## config.mk

```make
export PLATFORM = sky130hd
export DESIGN_NAME = nand_ecc_acc
export DESIGN_NICKNAME = d
export VERILOG_FILES = /design/src/rtl/nand_ecc_pkg.sv /design/src/rtl/nand_ecc_chunk.sv /design/src/rtl/nand_ecc_readout.sv /design/src/rtl/nand_ecc_acc.sv
export SDC_FILE = /design/constraint.sdc
export NUM_CORES = 1
export LEC_CHECK = 0
export BUFFER_PORTS_ARGS = -buffer_cell sky130_fd_sc_hd__clkbuf_2
export CAP_MARGIN = 20
export CORE_UTILIZATION = 45
export CTS_CLUSTER_SIZE = 28
export DETAILED_ROUTE_END_ITERATION = 8
export HOLD_SLACK_MARGIN = 0.08
export REMOVE_ABC_BUFFERS = 1
export SLEW_MARGIN = 40
export SYNTH_ARGS = -nofsm -noshare
export SYNTH_HDL_FRONTEND = slang
export SYNTH_HIERARCHICAL = 1
export SYNTH_SLANG_ARGS = --single-unit
```

## constraint.sdc

```tcl
create_clock -name clk_i -period 3.3 [get_ports clk_i]
set_input_delay 0.33 -clock clk_i [delete_from_list [all_inputs] [get_ports clk_i]]
set_output_delay 0.33 -clock clk_i [all_outputs]
set_load 0.05 [all_outputs]
```

## src/rtl/nand_ecc_pkg.sv

```systemverilog
package nand_ecc_pkg;
  typedef enum logic [1:0] {
    ECC_OFF  = 2'b00,
    ECC_ACC  = 2'b01,
    ECC_READ = 2'b10,
    ECC_CLR  = 2'b11
  } ecc_mode_e;

  localparam int CODE_W = 24;

  // column parities {cp5..cp0} from the XOR of all chunk bytes
  function automatic logic [5:0] col_par(input logic [7:0] c);
    col_par = {^c[7:4], ^c[3:0], c[2]^c[3]^c[6]^c[7], c[0]^c[1]^c[4]^c[5],
               c[1]^c[3]^c[5]^c[7], c[0]^c[2]^c[4]^c[6]};
  endfunction
endpackage

```

## src/rtl/nand_ecc_chunk.sv

```systemverilog
module nand_ecc_chunk
  import nand_ecc_pkg::*;
#(
  parameter int IDX_W = 8
) (
  input  logic                clk_i,
  input  logic                rst_ni,
  input  logic                clr_i,
  input  logic                en_i,
  input  logic [IDX_W-1:0]    idx_i,
  input  logic [7:0]          byte_i,
  output logic [CODE_W-1:0]   code_o
);
  localparam int LP_W = 2 * IDX_W;

  logic [LP_W-1:0] lp_q, lp_d;
  logic [7:0]      col_q;
  logic            bpar;

  assign bpar = ^byte_i;

  for (genvar k = 0; k < IDX_W; k++) begin : g_lp
    assign lp_d[2*k]   = lp_q[2*k]   ^ (bpar & ~idx_i[k]);
    assign lp_d[2*k+1] = lp_q[2*k+1] ^ (bpar &  idx_i[k]);
  end

  always_ff @(posedge clk_i or negedge rst_ni) begin
    if (!rst_ni) begin
      lp_q  <= '0;
      col_q <= '0;
    end else if (clr_i) begin
      lp_q  <= '0;
      col_q <= '0;
    end else if (en_i) begin
      lp_q  <= lp_d;
      col_q <= col_q ^ byte_i;
    end
  end

  assign code_o = {~col_par(col_q), 2'b11, ~lp_q[15:8], ~lp_q[7:0]};
endmodule

```

## src/rtl/nand_ecc_readout.sv

```systemverilog
module nand_ecc_readout
  import nand_ecc_pkg::*;
#(
  parameter int NUM_CHUNKS = 2
) (
  input  logic                         clk_i,
  input  logic                         rst_ni,
  input  logic                         active_i,
  input  logic                         step_i,
  input  logic [NUM_CHUNKS*CODE_W-1:0] codes_i,
  output logic [7:0]                   byte_o
);
  localparam int CH_W = (NUM_CHUNKS > 1) ? $clog2(NUM_CHUNKS) : 1;

  logic [1:0]        slot_q;
  logic [CH_W-1:0]   chunk_q;
  logic [CODE_W-1:0] sel_code;

  always_ff @(posedge clk_i or negedge rst_ni) begin
    if (!rst_ni) begin
      slot_q  <= '0;
      chunk_q <= '0;
    end else if (!active_i) begin
      slot_q  <= '0;
      chunk_q <= '0;
    end else if (step_i) begin
      if (slot_q == 2'd2) begin
        slot_q  <= '0;
        chunk_q <= (chunk_q == CH_W'(NUM_CHUNKS - 1)) ? '0 : chunk_q + 1'b1;
      end else begin
        slot_q <= slot_q + 1'b1;
      end
    end
  end

  always_comb begin
    sel_code = '0;
    for (int c = 0; c < NUM_CHUNKS; c++)
      if (chunk_q == CH_W'(c)) sel_code = codes_i[c*CODE_W +: CODE_W];
  end

  // byte order per chunk: 1, 0, 2
  always_comb begin
    unique case (slot_q)
      2'd0:    byte_o = sel_code[15:8];
      2'd1:    byte_o = sel_code[7:0];
      default: byte_o = sel_code[23:16];
    endcase
  end
endmodule

```

## src/rtl/nand_ecc_acc.sv

```systemverilog
module nand_ecc_acc
  import nand_ecc_pkg::*;
#(
  parameter int NUM_CHUNKS = 2
) (
  input  logic       clk_i,
  input  logic       rst_ni,
  input  logic [1:0] mode_i,
  input  logic       data_valid_i,
  input  logic       cle_i,
  input  logic       ale_i,
  input  logic       rd_strobe_i,
  input  logic [7:0] data_i,
  output logic [7:0] rdata_o
);
  localparam int IDX_W       = 8;
  localparam int CHUNK_BYTES = 1 << IDX_W;
  localparam int TOTAL       = CHUNK_BYTES * NUM_CHUNKS;
  localparam int CNT_W       = $clog2(TOTAL + 1);
  localparam int CH_W        = (NUM_CHUNKS > 1) ? $clog2(NUM_CHUNKS) : 1;

  ecc_mode_e                    mode;
  logic [CNT_W-1:0]             byte_cnt_q;
  logic                         take, clr;
  logic [CH_W-1:0]              cur_chunk;
  logic [NUM_CHUNKS*CODE_W-1:0] code_flat;
  logic [7:0]                   ecc_byte;

  assign mode = ecc_mode_e'(mode_i);
  assign clr  = (mode == ECC_CLR);
  assign take = (mode == ECC_ACC) && data_valid_i && !cle_i && !ale_i &&
                (byte_cnt_q != CNT_W'(TOTAL));
  assign cur_chunk = CH_W'(byte_cnt_q >> IDX_W);

  always_ff @(posedge clk_i or negedge rst_ni) begin
    if (!rst_ni)   byte_cnt_q <= '0;
    else if (clr)  byte_cnt_q <= '0;
    else if (take) byte_cnt_q <= byte_cnt_q + 1'b1;
  end

  for (genvar c = 0; c < NUM_CHUNKS; c++) begin : g_chunk
    nand_ecc_chunk #(.IDX_W(IDX_W)) u_chunk (
      .clk_i  (clk_i),
      .rst_ni (rst_ni),
      .clr_i  (clr),
      .en_i   (take && (cur_chunk == CH_W'(c))),
      .idx_i  (byte_cnt_q[IDX_W-1:0]),
      .byte_i (data_i),
      .code_o (code_flat[c*CODE_W +: CODE_W])
    );
  end

  nand_ecc_readout #(.NUM_CHUNKS(NUM_CHUNKS)) u_readout (
    .clk_i    (clk_i),
    .rst_ni   (rst_ni),
    .active_i (mode == ECC_READ),
    .step_i   (rd_strobe_i),
    .codes_i  (code_flat),
    .byte_o   (ecc_byte)
  );

  assign rdata_o = (mode == ECC_READ) ? ecc_byte : data_i;
endmodule

```

[After elaboration in Yosys (flattened, before gate mapping)]
Cells that the tools add are included.
Storage, ports and cells
  bits in registers: 61
  input port bits: 16
  output and inout bits: 8
  logic and storage cells: 145
Operators by class
  add/sub/neg operators: 3
  eq/ne operators: 8
  mux-type cells: 20
  bitwise operators: 89
  reduce and logical (&&, ||, !) cells: 18
Operator list (count)
  16-bit two-way mux: 4
  1-bit bitwise XOR: 56
  8-bit two-way mux: 5
  8-bit NOT: 4
  24-bit two-way mux: 1
  10-bit two-way mux: 2
  1-bit AND: 16
  8-bit one-hot mux with 2 select lines: 1
  4-bit XOR reduction: 4
  8-bit bitwise XOR: 2
  6-bit NOT: 2
  10-bit by 1-bit adder with 10-bit output, second input constant: 1
  10-bit != test, second input constant: 1
  1-bit NOT: 9
  8-bit XOR reduction: 1
  2-bit equality test, second input constant: 3
  1-bit logical AND: 6
  2-bit two-way mux: 3
  2-bit nonzero test: 3
  2-bit by 1-bit equality test with 1-bit output, second input constant: 2
  1-bit two-way mux: 4
  2-bit != test, second input constant: 2
  2-bit by 1-bit adder with 2-bit output, second input constant: 1
  1-bit logical NOT: 2
  3 further kinds: 3

[Longest topological paths before layout]
Gate-level depths: netlist of run 1.
  depth after elaboration: 8
  gate-level depth with buffers: 9

[Hierarchy]
Netlist of run 1, hierarchy kept.
Modules (own cells, without submodules)
  nand_ecc_chunk: times used 2, cells each 159, area each 1398.8 sq um
  nand_ecc_acc: times used 1, cells each 74, area each 688.2 sq um
  nand_ecc_readout: times used 1, cells each 59, area each 543.0 sq um

[Least setup slack after synthesis of run 1]
No wires, ideal clock.
  path kind: flip-flop to flip-flop
  start: register byte_cnt_q[0]
  end: register g_chunk[1].u_chunk.lp_q[8]
  setup time: 0.125 ns
  arrival time: 1.938 ns
  data required time: 3.175 ns
  slack: 1.237 ns
  stages on the path, launching flop included: 9
  path buffers: 1
  period minus slack after synthesis: 2.063 ns
  path through: dfrtp_1 > inv_1 > ha_1 > nand4_1 > nand2_1 > nor2_1 > clkbuf_1 > nor3b_1 > mux2_2
Between the ends
  word-level cells in the longest chain between the ends: 4
RTL lines
  start, declared: RTL line nand_ecc_acc.sv:23  | logic [CNT_W-1:0] byte_cnt_q;
  start signal, assigned: RTL line nand_ecc_acc.sv:38  | else if (take) byte_cnt_q <= byte_cnt_q + 1'b1;
  10-bit != test: RTL line nand_ecc_acc.sv:32  | (byte_cnt_q != CNT_W'(TOTAL));
  1-bit logical AND: RTL line nand_ecc_acc.sv:31  | assign take = (mode == ECC_ACC) && data_valid_i && !cle_i && !ale_i &&
  1-bit logical AND: RTL line nand_ecc_acc.sv:46  | .en_i (take && (cur_chunk == CH_W'(c))),
  2-bit nonzero test (no line)
  end signal, assigned: RTL line nand_ecc_chunk.sv:35  | lp_q <= lp_d;
  end, declared: RTL line nand_ecc_chunk.sv:16  | logic [LP_W-1:0] lp_q, lp_d;
Every way passes these cells.
A chain may end at the register's enable or synchronous reset.

[Worst setup path in the final report of run 1]
  start: register u_readout.chunk_q
  end: output rdata_o[0]
Between the ends
  word-level cells in the longest chain between the ends: 3
RTL lines
  start, declared: RTL line nand_ecc_readout.sv:16  | logic [CH_W-1:0] chunk_q;
  start signal, assigned: RTL line nand_ecc_readout.sv:29  | chunk_q <= (chunk_q == CH_W'(NUM_CHUNKS - 1)) ? '0 : chunk_q + 1'b1;
  24-bit two-way mux: RTL line nand_ecc_readout.sv:39  | if (chunk_q == CH_W'(c)) sel_code = codes_i[c*CODE_W +: CODE_W];
  8-bit one-hot mux with 2 select lines: RTL line nand_ecc_readout.sv:44  | unique case (slot_q)
  net ecc_byte[0]: RTL line nand_ecc_acc.sv:27  | logic [7:0] ecc_byte;
  8-bit two-way mux: RTL line nand_ecc_acc.sv:62  | assign rdata_o = (mode == ECC_READ) ? ecc_byte : data_i;
  end, declared: RTL line nand_ecc_acc.sv:14  | output logic [7:0] rdata_o
The timed path passes the listed nets, and every way through them passes these cells.

==> results of run 1 <==
## cells in the final DEF, fill, tap and decap left out, drive strengths merged, types with 5 or more instances in the layout
master  count
o21ai      18
nor3b      16
or3        18
inv        38
dfrtp      61
buf         9
xnor2      47
nor2       58
mux2       26
clkbuf     32
nor2b       5
xor2       16
a211oi      7
a221oi      7
and2b       6
a21oi      18
nand2      41
mux2i      20
## power groups by stage
stage / logic (mW) / registers [mW] / clock network, mW
6_report: 0.303 / 0.778 / 0.904
5_1_grt: 0.331 / 0.780 / 0.955
4_1_cts: 0.304 / 0.778 / 0.926
3_5_place_dp: 0.303 / 0.793 / 0
3_3_place_gp: 0.297 / 0.792 / 0
2_1_floorplan: 0.183 / 0.787 / 0
## logic make-up after synthesis
| family | Yosys count |
|---|---|
| other | 2 |
| DFF | 61 |
| adders and majority gates | 2 |
| and+or+nand+nor | 163 |
| muxes | 46 |
| AOI/OAI and AO/OA | 53 |
| xor gates and xnor gates | 63 |
| buffers and inverters | 61 |
## per-stage QoR
step           setup WS [ns]  power (mW)  cells
2_1_floorplan          0.951       0.971    429
3_3_place_gp           0.934        1.09    569
3_5_place_dp           0.995        1.10    569
4_1_cts                0.608        2.01    586
5_1_grt                0.497        2.07    586
6_report               0.635        1.98    586
## worst min-delay path: stages
cell and delay, ns:
clkbuf_2 0.13, mux2i_1 0.08, nor2b_1 0.10
## layer usage
| layer | GRT usage [%] | vias up | routed length (um) |
|---|---|---|---|
| li1 | - | 1537 | - |
| met1 | 28.7 | 1475 | 4410 |
| met2 | 33.8 | 62 | 4170 |
| met3 | 4.70 | 13 | 407 |
| met4 | 4.94 | 0 | 148 |
| met5 | 0 | - | 0 |
## layout make-up
| type | count | area (um2) | share of cell area, % |
|---|---|---|---|
| inverter | 37 | 141 | 3.15 |
| clock inverter | 7 | 146 | 3.26 |
| tap | 108 | 135 | 3.01 |
| sequential | 61 | 1530 | 34.0 |
| multi-input combinational | 331 | 2230 | 49.6 |
| timing repair buffer | 33 | 193 | 4.29 |
| clock buffer | 9 | 124 | 2.76 |
## what timing repair did
action | CTS | global route
buffers inserted | 0 | 0
hold buffers | 1 | 0
endpoints found under the setup margin | 0 | 0
endpoints found under the hold margin | 61 | 0
## path summary, 6_finish.rpt
kind	slack, ns	depth (start not counted)	end	start
worst max-delay path	0.63	5	rdata_o[0]	u_readout/chunk_q
worst min-delay path	0.35	3	u_readout/slot_q[0]	rd_strobe_i
worst max register to register	0.98	8	g_chunk[1].u_chunk/lp_q[12]	byte_cnt_q[0]
worst min register to register	0.56	2	g_chunk[0].u_chunk/lp_q[11]	g_chunk[0].u_chunk/lp_q[11]
max in group asynchronous	2.38	3	u_readout/slot_q[0]	rst_ni
min in group asynchronous	0.55	3	byte_cnt_q[8]	rst_ni
## sequential cells by signal (all words and copies together), names as in the netlist
register,cells
g_chunk.u_chunk/col_q,16
byte_cnt_q,10
u_readout/chunk_q,1
u_readout/slot_q,2
g_chunk.u_chunk/lp_q,32
## synth_stat cells (all sizes together)
cell type,n
nand4bb,1
a21oi,18
and2b,6
clkbuf,12
nor2,58
nand3,3
buf,12
mux2i,20
clkinv,1
or4,1
ha,2
conb,2
a211oi,7
nand3b,1
a221o,1
inv,36
a221oi,7
xnor2,47
nand2,41
a31oi,1
nor3,3
dfrtp,61
nor2b,5
nand4,3
or3,18
and2,1
xor2,16
nor3b,16
nor4,4
mux2,26
o21ai,18
or2b,1
or2,1
a41o,1
==> Flow_metrics.wiki, run 1 <==
{| class="wikitable"
! Metric !! Value
|-
| Outcome || complete, no violations
|-
| Total global routing overflow || 0
|-
| Internal power consumption || 1.44 mW
|-
| Antenna violation net count after detailed routing || 0
|-
| Clock tree from TritonCTS || built
|-
| Tightest hold margin || 0.352 ns
|-
| Worst EP arrival || 2.34 ns
|-
| Total Negative Setup Slacks || 0 ns
|-
| Pins Over Slew Limit || 0
|-
| Per-instance average area after synthesis || 8.93 um2
|-
| Floorplan Core Area || 8680 um2
|-
| Syn-to-layout area delta || 11.6%
|-
| Simple-gate portion of the synthesized area || 20.4%
|-
| Largest clock skew in the final design || 0.0120 ns
|-
| Area share of fa/ha/maj cells after synthesis || 0.621%
|-
| HPWL Detailed || 6300 um
|-
| Via count of the first global-routing pass || 3106
|-
| Cells traversed along the worst timing path || or2b_1 > a211oi_1 > a221oi_1 > mux2_2 > clkbuf_2
|-
| Mapped cell area || 4030 um2
|-
| Number of register bits inferred by synthesis || 61
|-
| Library cell occupying the most area in the post-synthesis netlist || dfrtp_1
|-
| Share of cells above drive strength 1 || 16.7%
|-
| Number of buffers on the longest clock path || 2
|-
| Final critical path time including I/O delays and setup || 2.67 ns
|-
| Number of buffers added on ports || 23
|-
| Total of endpoints with negative setup slack in the final report || 0
|-
| Power Dens Cells || 442 nW/um2
|-
| Crit-path leading delay family || flip-flops
|-
| Part of the Yosys area used for sequential elements || 37.9%
|-
| Gate Count Post-Synth || 451
|-
| Number of synthesis warnings || 6
|-
| Total die area || 9340 um2
|-
| Critical path data required time || 2.97 ns
|-
| Worst-Skew Late Latency || 0.34 ns
|-
| Clock share of power || 45.5%
|-
| Per-cell routed wire length || 15.6 um
|-
| Number of DRC violations after detailed routing || 0
|-
| Initial detailed-routing violation count || 105
|-
| CTS Buf Count || 9
|-
| N_diodes || 0
|-
| Ranking of synthesized cells by area || dfrtp_1 38%, xnor2_1 10%, mux2_2 7.3%, nor2_1 5.4%, mux2i_1 5.0%
|-
| Combined buffer and inverter count along the critical path || 1
|-
| Clock H-tree levels || 3
|-
| Cell Rows || 34
|-
| Initial core utilization || 46.4%
|-
| Clock net sink count || 61
|-
| Net Sw Power || 542 uW
|-
| Wire length after detailed routing || 9130 um
|-
| GP Congestion || 0.801
|-
| Number of antenna violations at the first check in global routing || 0
|-
| I/O pin cnt || 24
|-
| Startpoint-to-endpoint class of the critical path || reg2out
|-
| Number of resized instances in the post-cts repair step || 0
|-
| Combinational family with the most area after synthesis || simple AND/OR/NAND/NOR gates
|-
| Clock slew at reported path FFs || 0.07 ns
|-
| Pin count of the biggest net entering global routing || 54
|-
| Number of fill cells || 829
|-
| Rel. slew slack || 60.7%
|-
| Path type of the worst min-delay path || in2reg
|-
| Die width || 96.6 um
|-
| Fin area || 4490 um2
|-
| 1st-pass router iterations || 4
|-
| Comb power frac || 15.3%
|-
| Count of maximum capacitance violations || 0
|-
| Sequential group share of total power || 39.2%
|-
| Final layout net count || 491
|-
| Total cell area at the placement stage || 4210 um2
|-
| Share of Yosys cell area claimed by the top area cell type || 37.9%
|-
| Total track usage || 21.0%
|-
| Crit. End Element || output pin
|-
| Clock Root Buffer || clkbuf_8
|-
| Switching power as a share of total power || 27.3%
|-
| Xor and xnor area share after synthesis || 13.7%
|-
| F_max || 0.375 GHz
|-
| Vias per Instance || 5.27
|-
| Compound-Gate Fraction of Synth Area || 7.95%
|-
| Count of final hold-check violations || 0
|-
| Actual slew at the worst max-slew pin || 0.589 ns
|-
| Worst-path maximum fanout || 13
|-
| Startpoint Class || flop
|-
| Share of synthesized area spent on multiplexers || 12.2%
|-
| Slowest library cell on the worst path || dfrtp_1
|-
| Tcrit/Tclk final || 80.8%
|-
| Worst stage delay on the critical path || 0.72 ns
|-
| Number of different library cells in the post-synthesis netlist || 39
|-
| Lkg Pwr || 1.80 nW
|-
| RSZ-0062 raised after global routing || no
|-
| Via count || 3087
|-
| Fraction of the core area covered by cells at the end of the flow || 51.8%
|-
| Worst IR drop on VDD || 0.219 mV
|-
| Global-route wire length before repair || 15400 um
|-
| Die height || 96.6 um
|}
Note: power is estimated with default switching activity, not from simulation.
==> inputs of run 2 (changes only) <==
==> constraint.sdc (replaced) <==
create_clock -name clk_i -period 2.55 [get_ports clk_i]
set_input_delay 0.255 -clock clk_i [delete_from_list [all_inputs] [get_ports clk_i]]
set_output_delay 0.255 -clock clk_i [all_outputs]
set_load 0.05 [all_outputs]
==> run 2 against run 1 <==
Core utilization increased by 0.46 points. Clock skew decreased by 0.0030 ns. Combinational power increased by 33%. First-iteration DRC count increased by 19%. Sequential power increased by 29%. Highest routed layer unchanged. Critical path depth increased by 1. Final cell count increased by 1.4%. Via count increased by 1.6%. Worst hold slack got worse by 0.088 ns.
==> Flow_metrics.wiki, run 2 (synthesis results as in run 1) <==
{| class="wikitable"
! Metric !! Value
|-
| Final critical path time including I/O delays and setup || 2.45 ns
|-
| Initial detailed-routing violation count || 125 (+19%)
|-
| Crit. End Element || output pin
|-
| Clock tree from TritonCTS || built
|-
| Largest regs || g_chunk.u_chunk/lp_q: 32 flops, g_chunk.u_chunk/col_q: 16 flops, byte_cnt_q: 10 flops
|-
| Path type of the worst min-delay path || in2reg
|-
| Source of the worst register-to-register timing path || byte_cnt_q[7]
|-
| Initial core utilization || 46.4% (unchanged)
|-
| Worst-Skew Late Latency || 0.34 ns (about the same)
|-
| Rel. slew slack || 56.0% (-4.8 points)
|-
| Clock slew at reported path FFs || 0.07 ns (about the same)
|-
| Top reg by flops || g_chunk.u_chunk/lp_q
|-
| 1st-pass router iterations || 4 (unchanged)
|-
| Most congested layer reported by global routing || met2
|-
| Final layout net count || 500 (+1.8%)
|-
| Share of cells above drive strength 1 || 18.5% (+1.8 points)
|-
| Max reg flops || 32 (unchanged)
|-
| Per-cell routed wire length || 15.6 um (-0.18%)
|-
| Number of buffers on the longest clock path || 2 (unchanged)
|-
| Via count || 3136 (+1.6%)
|-
| Count of maximum capacitance violations || 0 (unchanged)
|-
| Die height || 96.6 um (unchanged)
|-
| Number of cell instances on the worst register-to-register path || 7 (-1)
|-
| Outcome || complete, no violations
|-
| Met2 usage || 36.8% (+3.0 points)
|-
| Antenna violation net count after detailed routing || 0 (unchanged)
|-
| Number of buffers added on ports || 23 (unchanged)
|-
| Power Dens Cells || 487 nW/um2 (+10%)
|-
| Reg2reg setup slack || 0.52 ns (-0.46 ns)
|-
| Clock Root Buffer || clkbuf_8
|-
| Total of endpoints with negative setup slack in the final report || 0 (unchanged)
|-
| Highest-count cells in the layout ignoring fill and taps || 60 x dfrtp_1, 58 x nor2_1, 43 x xnor2_1
|-
| Startpoint Class || flop
|-
| Pins Over Slew Limit || 0 (unchanged)
|-
| F_max || 0.408 GHz
|-
| Worst IR drop on VDD || 0.398 mV (+82%)
|-
| Cell Rows || 34 (unchanged)
|-
| Actual slew at the worst max-slew pin || 0.660 ns (+0.0714 ns)
|-
| Clock H-tree levels || 3 (unchanged)
|-
| Total die area || 9340 um2 (unchanged)
|-
| Global-route wire length before repair || 16000 um (+3.5%)
|-
| I/O pin cnt || 24 (unchanged)
|-
| Count of final hold-check violations || 0 (unchanged)
|-
| Total global routing overflow || 0 (unchanged)
|-
| GP Congestion || 0.822 (+2.6%)
|-
| Clock net sink count || 61 (unchanged)
|-
| Hold depth || 3 (unchanged)
|-
| Total track usage || 21.5% (+0.52 points)
|-
| Via count of the first global-routing pass || 3215 (+3.5%)
|-
| Total Negative Setup Slacks || 0 ns (unchanged)
|-
| Syn-to-layout area delta || 12.5%
|-
| Wire length after detailed routing || 9240 um (+1.2%)
|-
| Tcrit/Tclk final || 96.1%
|-
| Startpoint-to-endpoint class of the critical path || reg2out
|-
| Worst stage delay on the critical path || 0.45 ns (-0.27 ns)
|-
| Die width || 96.6 um (unchanged)
|-
| N_diodes || 0 (unchanged)
|-
| R2r endpoint || g_chunk[0].u_chunk/lp_q[4]
|-
| Most prevalent standard cell on the critical path || mux2_2
|-
| Most common cell after layout, fill and taps aside || dfrtp_1
|-
| Hold endpoint || u_readout/slot_q[1]
|-
| Origin of the worst min-delay path || rd_strobe_i
|-
| CTS Buf Count || 9 (unchanged)
|-
| Worst-path maximum fanout || 3 (-10)
|-
| Global routing usage on met1 || 27.7% (-0.99 points)
|-
| Slowest library cell on the worst path || dfrtp_2
|-
| Cells traversed along the worst timing path || xnor2_2 > xnor2_1 > mux2_2 > a221o_1 > mux2_2 > buf_2
|-
| Worst EP arrival || 2.20 ns (-0.14 ns)
|-
| Number of antenna violations at the first check in global routing || 0 (unchanged)
|-
| HPWL Detailed || 6530 um (+3.7%)
|-
| Pin count of the biggest net entering global routing || 56 (+3.7%)
|-
| Number of DRC violations after detailed routing || 0 (unchanged)
|-
| Critical path data required time || 2.30 ns (-0.67 ns)
|-
| Global-route met3 utilization || 4.05% (-0.65 points)
|-
| Largest clock skew in the final design || 0.00909 ns (-0.00296 ns)
|-
| Lkg Pwr || 1.82 nW (+1.3%)
|-
| Number of setup buffers added after CTS || 0 (unchanged)
|-
| RSZ-0062 raised after global routing || no
|-
| Overall Power || 2.21 mW (+11%)
|-
| Floorplan Core Area || 8680 um2 (unchanged)
|-
| Vias per Instance || 5.28 (+0.22%)
|}
run 2: cell types whose count changed in the layout (fill, tap and decap cells not counted), sizes merged:
cell    previous run  this run
buf                9        19
bufinv             4         0
clkbuf            32        36
clkinv             2         1
inv               38        37
run 2: worst max-delay path by stage:
stage	start	endpoint	slack [ns]
after floorplan	byte_cnt_q[0]	g_chunk[1].u_chunk/lp_q[0]	0.20
after global placement	g_chunk[1].u_chunk/col_q[6]	rdata_o[7]	0.38
after detailed placement	g_chunk[1].u_chunk/col_q[6]	rdata_o[7]	0.35
after CTS	g_chunk[1].u_chunk/col_q[5]	rdata_o[7]	0.03
after global routing	g_chunk[1].u_chunk/col_q[3]	rdata_o[3]	0.002
final	g_chunk[1].u_chunk/col_q[7]	rdata_o[7]	0.1
run 2: area by class of cell:
type	count	area, um2
Inverter	37	139
Clock buffer	14	173
Sequential cell	61	1530
Fill cell	829	4140
Tap cell	108	135
Multi-Input combinational cell	331	2260
Timing Repair Buffer	42	298
Clock inverter	1	5.00
run 2: report_power, final:
group	internal, mW	leakage, nW	switching [mW]
combinational	0.138	0.884	0.264
sequential	0.984	0.847	0.0161
clock	0.427	0.0926	0.382
run 2: metrics by stage:
step                hold slack (ns)  std cells  setup slack, ns  area [um2]  utilization (%)
floorplan                   -0.0406        429            0.201        3890                -
global placement              0.328        578            0.382        4320             49.7
detailed placement            0.326        578            0.346        4320             49.7
CTS                           0.252        594           0.0337        4510             52.0
global route                  0.299        594          0.00202        4530             52.2
finish                        0.265        594           0.0993        4530             52.2
run 2: what timing repair did:
action | in CTS | in global routing
hold buffers | 1 | 0
pin swaps | 0 | 1
setup endpoints to repair | 1 | 2
resized for setup | 1 | 5
endpoints found under the hold margin | 23 | 0
run 2: metal layers:
layer,up-vias,share of wire (%)
met5,-,0
met1,1530,48
li1,1551,-
met4,0,1.1
met3,9,2.9
met2,46,48
run 2: worst max-delay path: cells and delay by family (launching register included):
family / cells / cell delay, ns
compound gates: 1 / 0.28
flops: 1 / 0.45
mux: 2 / 0.55
buf+inv: 1 / 0.21
xor+xnor: 2 / 0.37
==> inputs of run 3 (changes only) <==
==> constraint.sdc (replaced) <==
create_clock -name clk_i -period 2.16 [get_ports clk_i]
set_input_delay 0.216 -clock clk_i [delete_from_list [all_inputs] [get_ports clk_i]]
set_output_delay 0.216 -clock clk_i [all_outputs]
set_load 0.05 [all_outputs]
==> run 3 against run 2 <==
Sequential share of layout area is 3.2 points lower. Via count is 3.4% higher. Flip-flop and latch count stayed put. Register-to-register slack worse by 0.35 ns. Wire length is 7.5% higher. Final cell count is 3.9% higher. First-iteration DRC count is 14% higher. Worst setup slack worse by 0.26 ns. Sequential power is 18% higher. Largest cell class unchanged. Critical path depth stayed put. Die area stayed put. The run now ends with negative setup slack left. Core utilization is 6.2 points higher. Critical endpoint unchanged.
==> Flow_metrics.wiki, run 3 (synthesis results as in run 1) <==
{| class="wikitable"
! Metric !! Value
|-
| Final critical path time including I/O delays and setup || 2.32 ns
|-
| Total global routing overflow || 0 (unchanged)
|-
| Number of buffers on the longest clock path || 2 (unchanged)
|-
| Critical path data required time || 1.94 ns (-0.36 ns)
|-
| Pin count of the biggest net entering global routing || 25 (-55%)
|-
| Crit. End Element || output pin
|-
| Total cell area at the placement stage || 4360 um2 (+1.1%)
|-
| Global-route wire length before repair || 16000 um (+0.26%)
|-
| Number of buffers added on ports || 23 (unchanged)
|-
| Pins Over Slew Limit || 0 (unchanged)
|-
| Startpoint Class || flop
|-
| HPWL Detailed || 6670 um (+2.1%)
|-
| Count of final hold-check violations || 0 (unchanged)
|-
| Syn-to-layout area delta || 25.8%
|-
| Initial detailed-routing violation count || 142 (+14%)
|-
| Power Dens Cells || 520 nW/um2 (+6.6%)
|-
| Path type of the worst min-delay path || in2reg
|-
| Worst IR drop on VDD || 0.284 mV (-29%)
|-
| Clock slew at reported path FFs || 0.07 ns (about the same)
|-
| Via count of the first global-routing pass || 3265 (+1.6%)
|-
| Worst EP arrival || 2.10 ns (-0.10 ns)
|-
| Share of cells above drive strength 1 || 29.9% (+11 points)
|-
| Violated checks || negative setup slack
|-
| Slack of the critical path || -0.159 ns (-0.258 ns)
|-
| Top reg by flops || g_chunk.u_chunk/lp_q
|-
| Rel. slew slack || 63.9% (+8.0 points)
|-
| Most prevalent standard cell on the critical path || mux2_4
|-
| Total Negative Setup Slacks || -0.324 ns (-0.324 ns)
|-
| Number of DRC violations after detailed routing || 0 (unchanged)
|-
| DP Worst Slack || 0.0556 ns (-0.290 ns)
|-
| Fraction of the core area covered by cells at the end of the flow || 58.4% (+6.2 points)
|-
| Worst-path maximum fanout || 3 (unchanged)
|-
| Clock H-tree levels || 3 (unchanged)
|-
| Lkg Pwr || 2.04 nW (+12%)
|-
| F_max || 0.431 GHz
|-
| Via count || 3242 (+3.4%)
|-
| Largest regs || g_chunk.u_chunk/lp_q: 32 flops, g_chunk.u_chunk/col_q: 16 flops, byte_cnt_q: 10 flops
|-
| Die width || 96.6 um (unchanged)
|-
| RSZ-0062 raised after global routing || yes
|-
| Cells traversed along the worst timing path || xnor2_4 > xnor2_2 > mux2_4 > a221o_1 > mux2_4 > buf_8
|-
| Per-cell routed wire length || 16.1 um (+3.4%)
|-
| Clock net sink count || 61 (unchanged)
|-
| Count of maximum capacitance violations || 0 (unchanged)
|-
| Max reg flops || 32 (unchanged)
|-
| Number of antenna violations at the first check in global routing || 0 (unchanged)
|-
| Antenna violation net count after detailed routing || 0 (unchanged)
|-
| Outcome || finished, violations left
|-
| Overall Power || 2.63 mW (+19%)
|-
| Floorplan Core Area || 8680 um2 (unchanged)
|-
| Actual slew at the worst max-slew pin || 0.541 ns (-0.119 ns)
|-
| Total track usage || 21.5% (+0.056 points)
|-
| I/O pin cnt || 24 (unchanged)
|-
| 1st-pass router iterations || 4 (unchanged)
|-
| Fin area || 5070 um2 (+12%)
|-
| Final layout net count || 522 (+4.4%)
|-
| CTS Buf Count || 9 (unchanged)
|-
| Vias per Instance || 5.25 (-0.47%)
|-
| Worst-Skew Late Latency || 0.34 ns (about the same)
|-
| Die height || 96.6 um (unchanged)
|-
| Tightest hold margin || 0.223 ns (-0.0416 ns)
|-
| GP Congestion || 0.841 (+2.3%)
|-
| Count of non-filler cells in the finished layout || 617 (+3.9%)
|-
| Clock tree from TritonCTS || built
|-
| Cell Rows || 34 (unchanged)
|-
| Cells after DPL || 586 (+1.4%)
|-
| Total die area || 9340 um2 (unchanged)
|-
| Total of endpoints with negative setup slack in the final report || 5 (+5)
|-
| Worst stage delay on the critical path || 0.47 ns (+0.02 ns)
|-
| Largest clock skew in the final design || 0.00930 ns (+0.000209 ns)
|-
| Clock Root Buffer || clkbuf_8
|-
| N_diodes || 0 (unchanged)
|-
| Startpoint-to-endpoint class of the critical path || reg2out
|-
| Slowest library cell on the worst path || dfrtp_2
|-
| Tcrit/Tclk final || 107%
|-
| Wire length after detailed routing || 9930 um (+7.5%)
|-
| Highest-count cells in the layout ignoring fill and taps || 57 x nor2_1, 47 x dfrtp_1, 41 x nand2_1
|-
| Most common cell after layout, fill and taps aside || nor2_1
|-
| Initial core utilization || 46.4% (unchanged)
|}
-- run 3: changes by cell type in the layout (fill, tap and decap cells not counted), moves of 6 or more --
| cell | change |
|---|---|
| a221oi_1 | -6 |
| a221oi_2 | +6 |
| buf_4 | +20 |
| clkbuf_2 | -7 |
| dfrtp_1 | -13 |
| dfrtp_2 | +13 |
| mux2_2 | -6 |
| mux2_4 | +6 |
| xnor2_1 | -14 |
| xnor2_2 | +8 |
| xnor2_4 | +6 |
-- run 3: layout make-up --
cell class / count / area, um2
repair buffers: 64 / 549
well taps: 108 / 135
clock buffers: 15 / 166
fillers: 751 / 3610
flip-flops and latches: 61 / 1540
inverters: 37 / 139
multi-input cells: 331 / 2530
clock inverters: 1 / 5.00
-- run 3: worst paths after layout --
path                                             startpoint                          end  slack, ns  depth (start not counted)
worst max-delay path            g_chunk[1].u_chunk/col_q[5]                   rdata_o[7]      -0.16                          6
worst min-delay path                            rd_strobe_i          u_readout/slot_q[1]       0.22                          3
worst max register to register                byte_cnt_q[0]   g_chunk[0].u_chunk/lp_q[4]       0.17                          8
worst min register to register  g_chunk[1].u_chunk/lp_q[15]  g_chunk[1].u_chunk/lp_q[15]       0.55                          2
max in group asynchronous                            rst_ni  g_chunk[1].u_chunk/lp_q[12]       1.05                          3
min in group asynchronous                            rst_ni   g_chunk[1].u_chunk/lp_q[7]       0.38                          2
-- run 3: worst max-delay path, delay by kind of cell (launching register included) --
family	cells	cell delay, ns
muxes	2	0.53
DFF	1	0.47
xor gates and xnor gates	2	0.32
AOI/OAI and AO/OA	1	0.29
buffers and inverters	1	0.15
-- run 3: power by group --
part | total, mW | switching (mW) | internal [mW]
Clock | 0.906 | 0.426 | 0.480
Combinational | 0.546 | 0.333 | 0.213
Sequential | 1.18 | 0.0201 | 1.16
Total | 2.63 | 0.779 | 1.86
-- run 3: per-layer routing --
| layer | share of wire [%] | wire length (um) | global-route usage, % |
|---|---|---|---|
| met5 | 0 | 0 | 0 |
| met4 | 1.3 | 126 | 6.08 |
| met3 | 3.6 | 362 | 4.34 |
| met2 | 50 | 4930 | 36.5 |
| met1 | 45 | 4510 | 27.9 |
-- run 3: what timing repair did --
action                     4_1_cts  5_1_grt
resized for setup               36       47
setup endpoints to repair        8        9
pin swaps                        9       12
setup buffers                    6        8
gates cloned                     0        0
hold buffers                     1        0
hold endpoints to repair        18        0
